$ cat config.mk
export PLATFORM = sky130hd
export DESIGN_NAME = usdot_acc
export DESIGN_NICKNAME = d
export VERILOG_FILES = /design/src/rtl/usdot_pkg.sv /design/src/rtl/usdot_opsel.sv /design/src/rtl/usdot_lane.sv /design/src/rtl/usdot_acc.sv
export SDC_FILE = /design/constraint.sdc
export NUM_CORES = 2
export LEC_CHECK = 0
export ABC_CLOCK_PERIOD_IN_PS = 4300
export BUFFER_PORTS_ARGS = -buffer_cell sky130_fd_sc_hd__clkbuf_2
export CAP_MARGIN = 40
export CORE_MARGIN = 4
export CORE_UTILIZATION = 45
export CTS_CLUSTER_SIZE = 8
export DETAILED_ROUTE_END_ITERATION = 16
export GPL_TIMING_DRIVEN = 0
export HOLD_SLACK_MARGIN = 0.02
export PLACE_DENSITY = 0.65
export SYNTH_ARGS = -nofsm -noshare
export SYNTH_HDL_FRONTEND = slang
export SYNTH_SLANG_ARGS = --single-unit
$ cat constraint.sdc
create_clock -name clk -period 4.3 [get_ports clk]
set_clock_uncertainty 0.2 [all_clocks]
set_input_delay 1.29 -clock clk [delete_from_list [all_inputs] [get_ports clk]]
set_output_delay 1.29 -clock clk [all_outputs]
set_load 0.01 [all_outputs]
$ cat src/rtl/usdot_pkg.sv
package usdot_pkg;

  // Bit 0 of the mode: full width (1) or half width (0).
  // Bit 1 of the mode: broadcast one signed group to every lane.
  typedef enum logic [1:0] {
    MODE_HALF      = 2'b00,
    MODE_FULL      = 2'b01,
    MODE_HALF_BCST = 2'b10,
    MODE_FULL_BCST = 2'b11
  } usdot_mode_e;

  function automatic logic mode_full(input logic [1:0] m);
    return m[0];
  endfunction

  function automatic logic mode_bcst(input logic [1:0] m);
    return m[1];
  endfunction

endpackage

$ cat src/rtl/usdot_opsel.sv
// Chooses the signed byte group each lane sees: its own group, or one
// group from the low part of the signed source, broadcast to every lane.
module usdot_opsel #(
  parameter int LANES     = 4,
  parameter int GRP_W     = 32,
  parameter int BCST_GRPS = 2,
  localparam int VEC_W    = LANES * GRP_W,
  localparam int IDX_W    = (BCST_GRPS > 1) ? $clog2(BCST_GRPS) : 1
) (
  input  logic [VEC_W-1:0] src_s,
  input  logic             bcst,
  input  logic [IDX_W-1:0] idx,
  output logic [VEC_W-1:0] s_eff
);

  logic [GRP_W-1:0] bcst_grp;

  always_comb begin
    bcst_grp = '0;
    for (int g = 0; g < BCST_GRPS; g++) begin
      if (idx == IDX_W'(g)) bcst_grp = src_s[g*GRP_W +: GRP_W];
    end
  end

  for (genvar l = 0; l < LANES; l++) begin : g_lane
    assign s_eff[l*GRP_W +: GRP_W] = bcst ? bcst_grp : src_s[l*GRP_W +: GRP_W];
  end

endmodule

$ cat src/rtl/usdot_lane.sv
// One lane's products and their sum: unsigned bytes times signed bytes.
module usdot_lane #(
  parameter int BYTES   = 4,
  parameter int BYTE_W  = 8,
  localparam int GRP_W  = BYTES * BYTE_W,
  localparam int PROD_W = 2 * BYTE_W + 1,
  localparam int SUM_W  = PROD_W + $clog2(BYTES)
) (
  input  logic [GRP_W-1:0]        u_grp,
  input  logic [GRP_W-1:0]        s_grp,
  output logic signed [SUM_W-1:0] dot
);

  logic signed [PROD_W-1:0] prod [BYTES];

  for (genvar b = 0; b < BYTES; b++) begin : g_byte
    logic [BYTE_W-1:0] ub;
    logic [BYTE_W-1:0] sb;
    assign ub = u_grp[b*BYTE_W +: BYTE_W];
    assign sb = s_grp[b*BYTE_W +: BYTE_W];
    assign prod[b] = $signed({{(PROD_W-BYTE_W){1'b0}}, ub})
                   * $signed({{(PROD_W-BYTE_W){sb[BYTE_W-1]}}, sb});
  end

  always_comb begin
    dot = '0;
    for (int b = 0; b < BYTES; b++) begin
      dot = dot + SUM_W'(prod[b]);
    end
  end

endmodule

$ cat src/rtl/usdot_acc.sv
// Two-stage mixed-sign dot-product accumulator.
// Stage 1 registers the per-lane dot sums; stage 2 registers the accumulate.
module usdot_acc #(
  parameter int LANES     = 4,
  parameter int BYTES     = 4,
  parameter int BYTE_W    = 8,
  parameter int BCST_GRPS = 2,
  localparam int GRP_W    = BYTES * BYTE_W,
  localparam int VEC_W    = LANES * GRP_W,
  localparam int HALF_L   = LANES / 2,
  localparam int SUM_W    = 2 * BYTE_W + 1 + $clog2(BYTES),
  localparam int IDX_W    = (BCST_GRPS > 1) ? $clog2(BCST_GRPS) : 1
) (
  input  logic             clk,
  input  logic             rst_n,
  input  logic             in_valid,
  input  logic [1:0]       in_mode,
  input  logic [IDX_W-1:0] in_idx,
  input  logic [VEC_W-1:0] src_u,
  input  logic [VEC_W-1:0] src_s,
  input  logic [VEC_W-1:0] acc_in,
  output logic             out_valid,
  output logic [VEC_W-1:0] acc_out
);
  import usdot_pkg::*;

  // ---------------- stage 1: operand select and lane dot sums ------------
  logic [VEC_W-1:0]        s_eff;
  logic signed [SUM_W-1:0] dot_d [LANES];
  logic [LANES-1:0]        lane_en_d;

  usdot_opsel #(
    .LANES(LANES), .GRP_W(GRP_W), .BCST_GRPS(BCST_GRPS)
  ) u_opsel (
    .src_s (src_s),
    .bcst  (mode_bcst(in_mode)),
    .idx   (in_idx),
    .s_eff (s_eff)
  );

  for (genvar l = 0; l < LANES; l++) begin : g_lane
    usdot_lane #(.BYTES(BYTES), .BYTE_W(BYTE_W)) u_lane (
      .u_grp (src_u[l*GRP_W +: GRP_W]),
      .s_grp (s_eff[l*GRP_W +: GRP_W]),
      .dot   (dot_d[l])
    );
    assign lane_en_d[l] = mode_full(in_mode) || (l < HALF_L);
  end

  logic                    s1_valid_q;
  logic signed [SUM_W-1:0] s1_dot_q [LANES];
  logic [LANES-1:0]        s1_en_q;
  logic [VEC_W-1:0]        s1_acc_q;
  logic                    s1_ce;

  assign s1_ce = in_valid;

  always_ff @(posedge clk or negedge rst_n) begin
    if (!rst_n) s1_valid_q <= 1'b0;
    else        s1_valid_q <= in_valid;
  end

  always_ff @(posedge clk) begin
    if (s1_ce) begin
      for (int l = 0; l < LANES; l++) s1_dot_q[l] <= dot_d[l];
      s1_en_q  <= lane_en_d;
      s1_acc_q <= acc_in;
    end
  end

  // ---------------- stage 2: accumulate ----------------------------------
  logic [VEC_W-1:0] res_d;
  logic             out_ce;

  always_comb begin
    res_d = s1_acc_q;
    for (int l = 0; l < LANES; l++) begin
      if (s1_en_q[l]) begin
        res_d[l*GRP_W +: GRP_W] = s1_acc_q[l*GRP_W +: GRP_W]
          + {{(GRP_W-SUM_W){s1_dot_q[l][SUM_W-1]}}, s1_dot_q[l]};
      end
    end
  end

  assign out_ce = s1_valid_q;

  always_ff @(posedge clk or negedge rst_n) begin
    if (!rst_n) out_valid <= 1'b0;
    else        out_valid <= s1_valid_q;
  end

  always_ff @(posedge clk) begin
    if (out_ce) acc_out <= res_d;
  end

endmodule

; Yosys cells after proc, flatten, opt, wreduce, memory -nomap -nowiden
; Memory sizes are Yosys's and may differ from the RTL's.
; Index checks and enable logic that the tools add are counted.
[totals]
memories = 1
ramBits = 76
reg_bits = 259
[mem_list]
columns = memory, words, width, rd, rd_ports_with_merged_regs, write_ports, line
row1 = s1_dot_q, 4, 19, 4, 0, 4, usdot_acc.sv:51  ; logic signed [SUM_W-1:0] s1_dot_q [LANES];
[op_classes]
n_addsub = 16
mux = 9
mul = 16
[op_table]
columns = operator, n
row1 = multiplier 9 x 8 -> 17 bit, 16
row2 = two-way mux 32 bit, 7
row3 = adder 32 bit, 4
row4 = adder 18 x 17 -> 19 bit, 4
row5 = adder 19 x 17 -> 19 bit, 4
row6 = adder 17 x 17 -> 18 bit, 4
row7 = two-way mux 1 bit, 2

; Depth between registers and ports, before layout
[depth]
ltp_word = 6
ltp_mapped = 32
mapped_depth_nobuf = 30

; Cells and area by module
; A second synthesis with hierarchy kept.
[hier_totals]
hier_cells = 5855
area_unflattened_um2 = 58563.7
[modules_own_cells]
columns = module, cells_each, area_each_um2, instances, seq_area_each_um2
row1 = usdot_lane at g_lane[0].u_lane ..., 1076, 9870.7, 2, 0.0
row2 = usdot_acc, 1329, 17367.9, 1, 10049.6
row3 = usdot_lane at g_lane[3].u_lane, 1067, 9823.2, 1, 0.0
row4 = usdot_lane at g_lane[2].u_lane, 1056, 9748.1, 1, 0.0
row5 = usdot_opsel, 251, 1883.1, 1, 0.0

; Worst setup path before layout
; No wires, ideal clock.
[synth_path]
kind = input-to-reg
start = in in_mode[1]
end = mem s1_dot_q[1][17] (netlist name), data pin
path_stages = 27
slack_ps = -4828
setup_ps = 258
n_path_buf = 3
t_arrival_ps = 8671
path_cell_list = clkbuf_1 nor2b_1 clkbuf_1 buf_1 mux2_2 and2_1 fa_1 inv_1 fa_1 fa_1 fa_1 fa_1 inv_1 fa_1 fa_1 fa_1 ha_1 a21o_1 a21oi_1 o21bai_1 a21oi_1 o21bai_1 a211oi_1 o21ai_1 a31o_2 a21oi_1 xnor2_1
[synth_lines]
columns = item, line
row1 = "start, declared", usdot_acc.sv:17  ; input logic [1:0] in_mode,
row2 = "end, declared", usdot_acc.sv:51

==> flow_summary.json <==
{
  "clock-sinks": 335,
  "first_global_vias": 43900,
  "synthesis.area_mm2": 0.0570,
  "synth.area.top_cells": "fa_1 (33%), edfxtp_1 (18%), ha_1 (16%)",
  "wire_length_of_the_first_global_routing_pass_um": 260000,
  "dieWidth_um": 364,
  "dpl.cell_count": 7821,
  "failed_checks": "negative setup slack",
  "detail_route.wirelength_um": 172000,
  "worst-slew-pin-transition_ns": 0.836,
  "syn-mean-instance-area_um2": 10.1,
  "initialDrtViolationCount": 3316,
  "routed_via_density": 5.18,
  "hold_slack_ns": 0.268,
  "postSynth.topFlopCell": "edfxtp_1",
  "cts.hold.buffers_added": 0,
  "report.final.slew_viol_count": 0,
  "hpwlAfterDp_um": 144000,
  "cts_tree": "done",
  "critical_path_peak_fanout": 8,
  "stdcell_count": 8146,
  "port_buffers": 516,
  "timing.setup.tns_ns": -219.63,
  "critPathCaptureType": "register",
  "worst_skew_pair.late_latency_ns": 0.60,
  "mostFrequentLayoutCell": "inv_1",
  "grt_start_max_net_pins": 103,
  "most-common-layout-cells": "inv_1 (1367), fa_1 (925), ha_1 (642)",
  "timing.slew.headroom_pct": 44.3,
  "synth_cell_types": 78,
  "num_rows": 130,
  "run_status": "finished, violations left",
  "syn-num-nets": 7700,
  "die_area_mm2": 0.133,
  "start_util_pct": 45.4,
  "number_of_filler_cells_placed_in_the_layout": 11000,
  "syn_inst": 5638,
  "ant_nets": 0,
  "drive_gt1_share_pct": 21.8,
  "finalHoldViolations": 0,
  "critPathKind": "in -> reg",
  "tritoncts.num_buffers": 48,
  "combinational_family_with_the_most_area_after_synthesis": "adder cells",
  "ff_latch_area_mm2": 0.0101,
  "drt_first_pass_iters": 5,
  "grt_util_all_layers_pct": 25.9,
  "setup_viol_count_final": 68,
  "multi_input_comb_area_mm2": 0.0445,
  "synth_warnings": 0,
  "boundaryPins": 519,
  "max_cap_viol_count": 0,
  "worst_setup_path_start_kind": "primary input",
  "coreArea_mm2": 0.126,
  "syn2layout_area_growth_pct": 20.7,
  "antenna_found_initial": 61,
  "critical-path-max-stage-delay_ns": 0.55,
  "fraction_of_the_mapped_netlist_area_in_compound_gates_pct": 5.76,
  "required_time_of_the_worst_setup_path_ns": 4.44,
  "hold_path_class": "in -> async",
  "synth_async_sr_flop_share_pct": 0.597,
  "yosysTopAreaCellShare_pct": 33.0,
  "drc": 0,
  "critPathSlowestCell": "fa_1",
  "fin_nets": 8500,
  "cp.buffers_inverters": 11,
  "final.min_clock_period_ns": 8.44,
  "cts-htree-levels": 2,
  "post-route-worst-setup-slack_ns": -4.14,
  "ys_seq_elements": 335,
  "finalWeightedCongestion": 0.960,
  "cts-root-buf": "clkbuf_16",
  "post_synth_xor_area_fraction_pct": 2.86,
  "crit-reg2reg-launch": "s1_dot_q[3][18]",
  "post-route-util_pct": 54.8,
  "cp-startpoint": "in_idx",
  "die_height_um": 364,
  "avgRoutedWirePerCell_um": 21.1,
  "worst_setup_hold_path_clk_slew_ns": 0.06,
  "route.vias.total": 42200,
  "synth_mux_area_share_pct": 2.67,
  "synthAdderAreaFrac_pct": 49.0,
  "critical_path.top_delay_family": "adder cells",
  "cts_buffer_depth": 3,
  "synth_top_area_cell": "fa_1",
  "timing.final.crit_share_pct": 196,
  "ys_seq_area_share_pct": 17.6,
  "setup_repair_after_global_routing_missed_its_margin": "yes",
  "overflow_after_grt": 0,
  "crit_arrival_ns": 8.59,
  "synth_edf_count": 333,
  "fmaxAchievable_ghz": 0.118,
  "simple_gate_share_of_the_synthesized_area_pct": 12.4
}
-- timing repair --
action,CTS,global route
setup endpoints to repair,70,71
setup buffers,126,94
pin swaps,156,196
resized for setup,301,266
cloned,6,0
hold endpoints to repair,0,0
-- cells in the mapped netlist, types with 8 or more instances --
cell and n:
inv_1 1421, fa_1 940, ha_1 732, and2_1 445, nand2_1 371, edfxtp_1 333, nor2b_1 170, nor2_1 151
xnor2_1 140, a21oi_1 132, mux2_2 78, o21a_1 78, mux2i_1 63, a21o_1 56, o21ai_0 53, or2_2 51
xor2_1 46, nand2b_1 44, nor3_1 35, o21bai_1 33, clkbuf_1 31, nand3_1 27, o21ai_1 26, a211oi_1 19
a31oi_1 15, nand4_1 13, and3_1 12, o211ai_1 10, a211o_1 9, buf_1 8, o31ai_1 8
-- per-stage QoR --
step	worst slack (ns)	cell area, µm²
after floorplan	-4.10	57900
after global placement	-5.36	62500
after detailed placement	-5.35	62700
after CTS	-4.03	66800
after global routing	-4.36	68800
final	-4.14	68900
-- flip-flops by register name, summed over array words and instances (netlist names) --
signal / flops
acc_out: 128
s1_acc_q: 128
s1_dot_q: 76
out_ce: 1
out_valid: 1
s1_en_q: 1
-- layer usage --
layer	share of wire, %	global-route usage [%]	up-vias
met4	2.9	7.89	20
li1	-	-	19200
met5	0.14	0.617	-
met2	46	40.4	1499
met3	9.2	6.23	239
met1	42	35.9	21300
-- worst register-to-register path: stages (launching register included) --
cell and delay [ns]:
edfxtp_1 0.68, ha_1 0.55, nand3_1 0.20, a211o_1 0.30
a21oi_1 0.28, o21bai_1 0.20, a21oi_1 0.27, o311ai_1 0.14
a21oi_1 0.20, mux2i_1 0.34, xor2_1 0.11
-- kinds of logic after synthesis --
| logic type | count (synthesis) |
|---|---|
| fa+ha+maj | 1672 |
| xor+xnor | 186 |
| compound gates | 494 |
| mux | 142 |
| flops | 335 |
| simple gates | 1348 |
| buf+inv | 1461 |
-- final timing paths --
check / end / slack (ns) / cells after the start
max: s1_dot_q[2][17] / -4.14 / 34
min: out_valid / 0.27 / 1
max reg2reg: acc_out[127] / 0.57 / 10
min reg2reg: acc_out[0] / 0.35 / 1
max in group asynchronous: out_ce / 3.52 / 1
min in group clk: acc_out[0] / 0.35 / 1
-- cell type report --
type | instances | share of cell area, %
well taps | 1650 | 3.00
inverters | 1421 | 7.74
repair buffers | 752 | 7.26
clock inverters | 5 | 0.0818
clock buffers | 60 | 1.82
flip-flops and latches | 335 | 14.6
multi-input cells | 3842 | 64.7
diodes | 43 | 0.156
plain buffers | 38 | 0.667
Power is not shown: default switching activity piles up to over one toggle a cycle in this logic, so the estimate is an artifact.
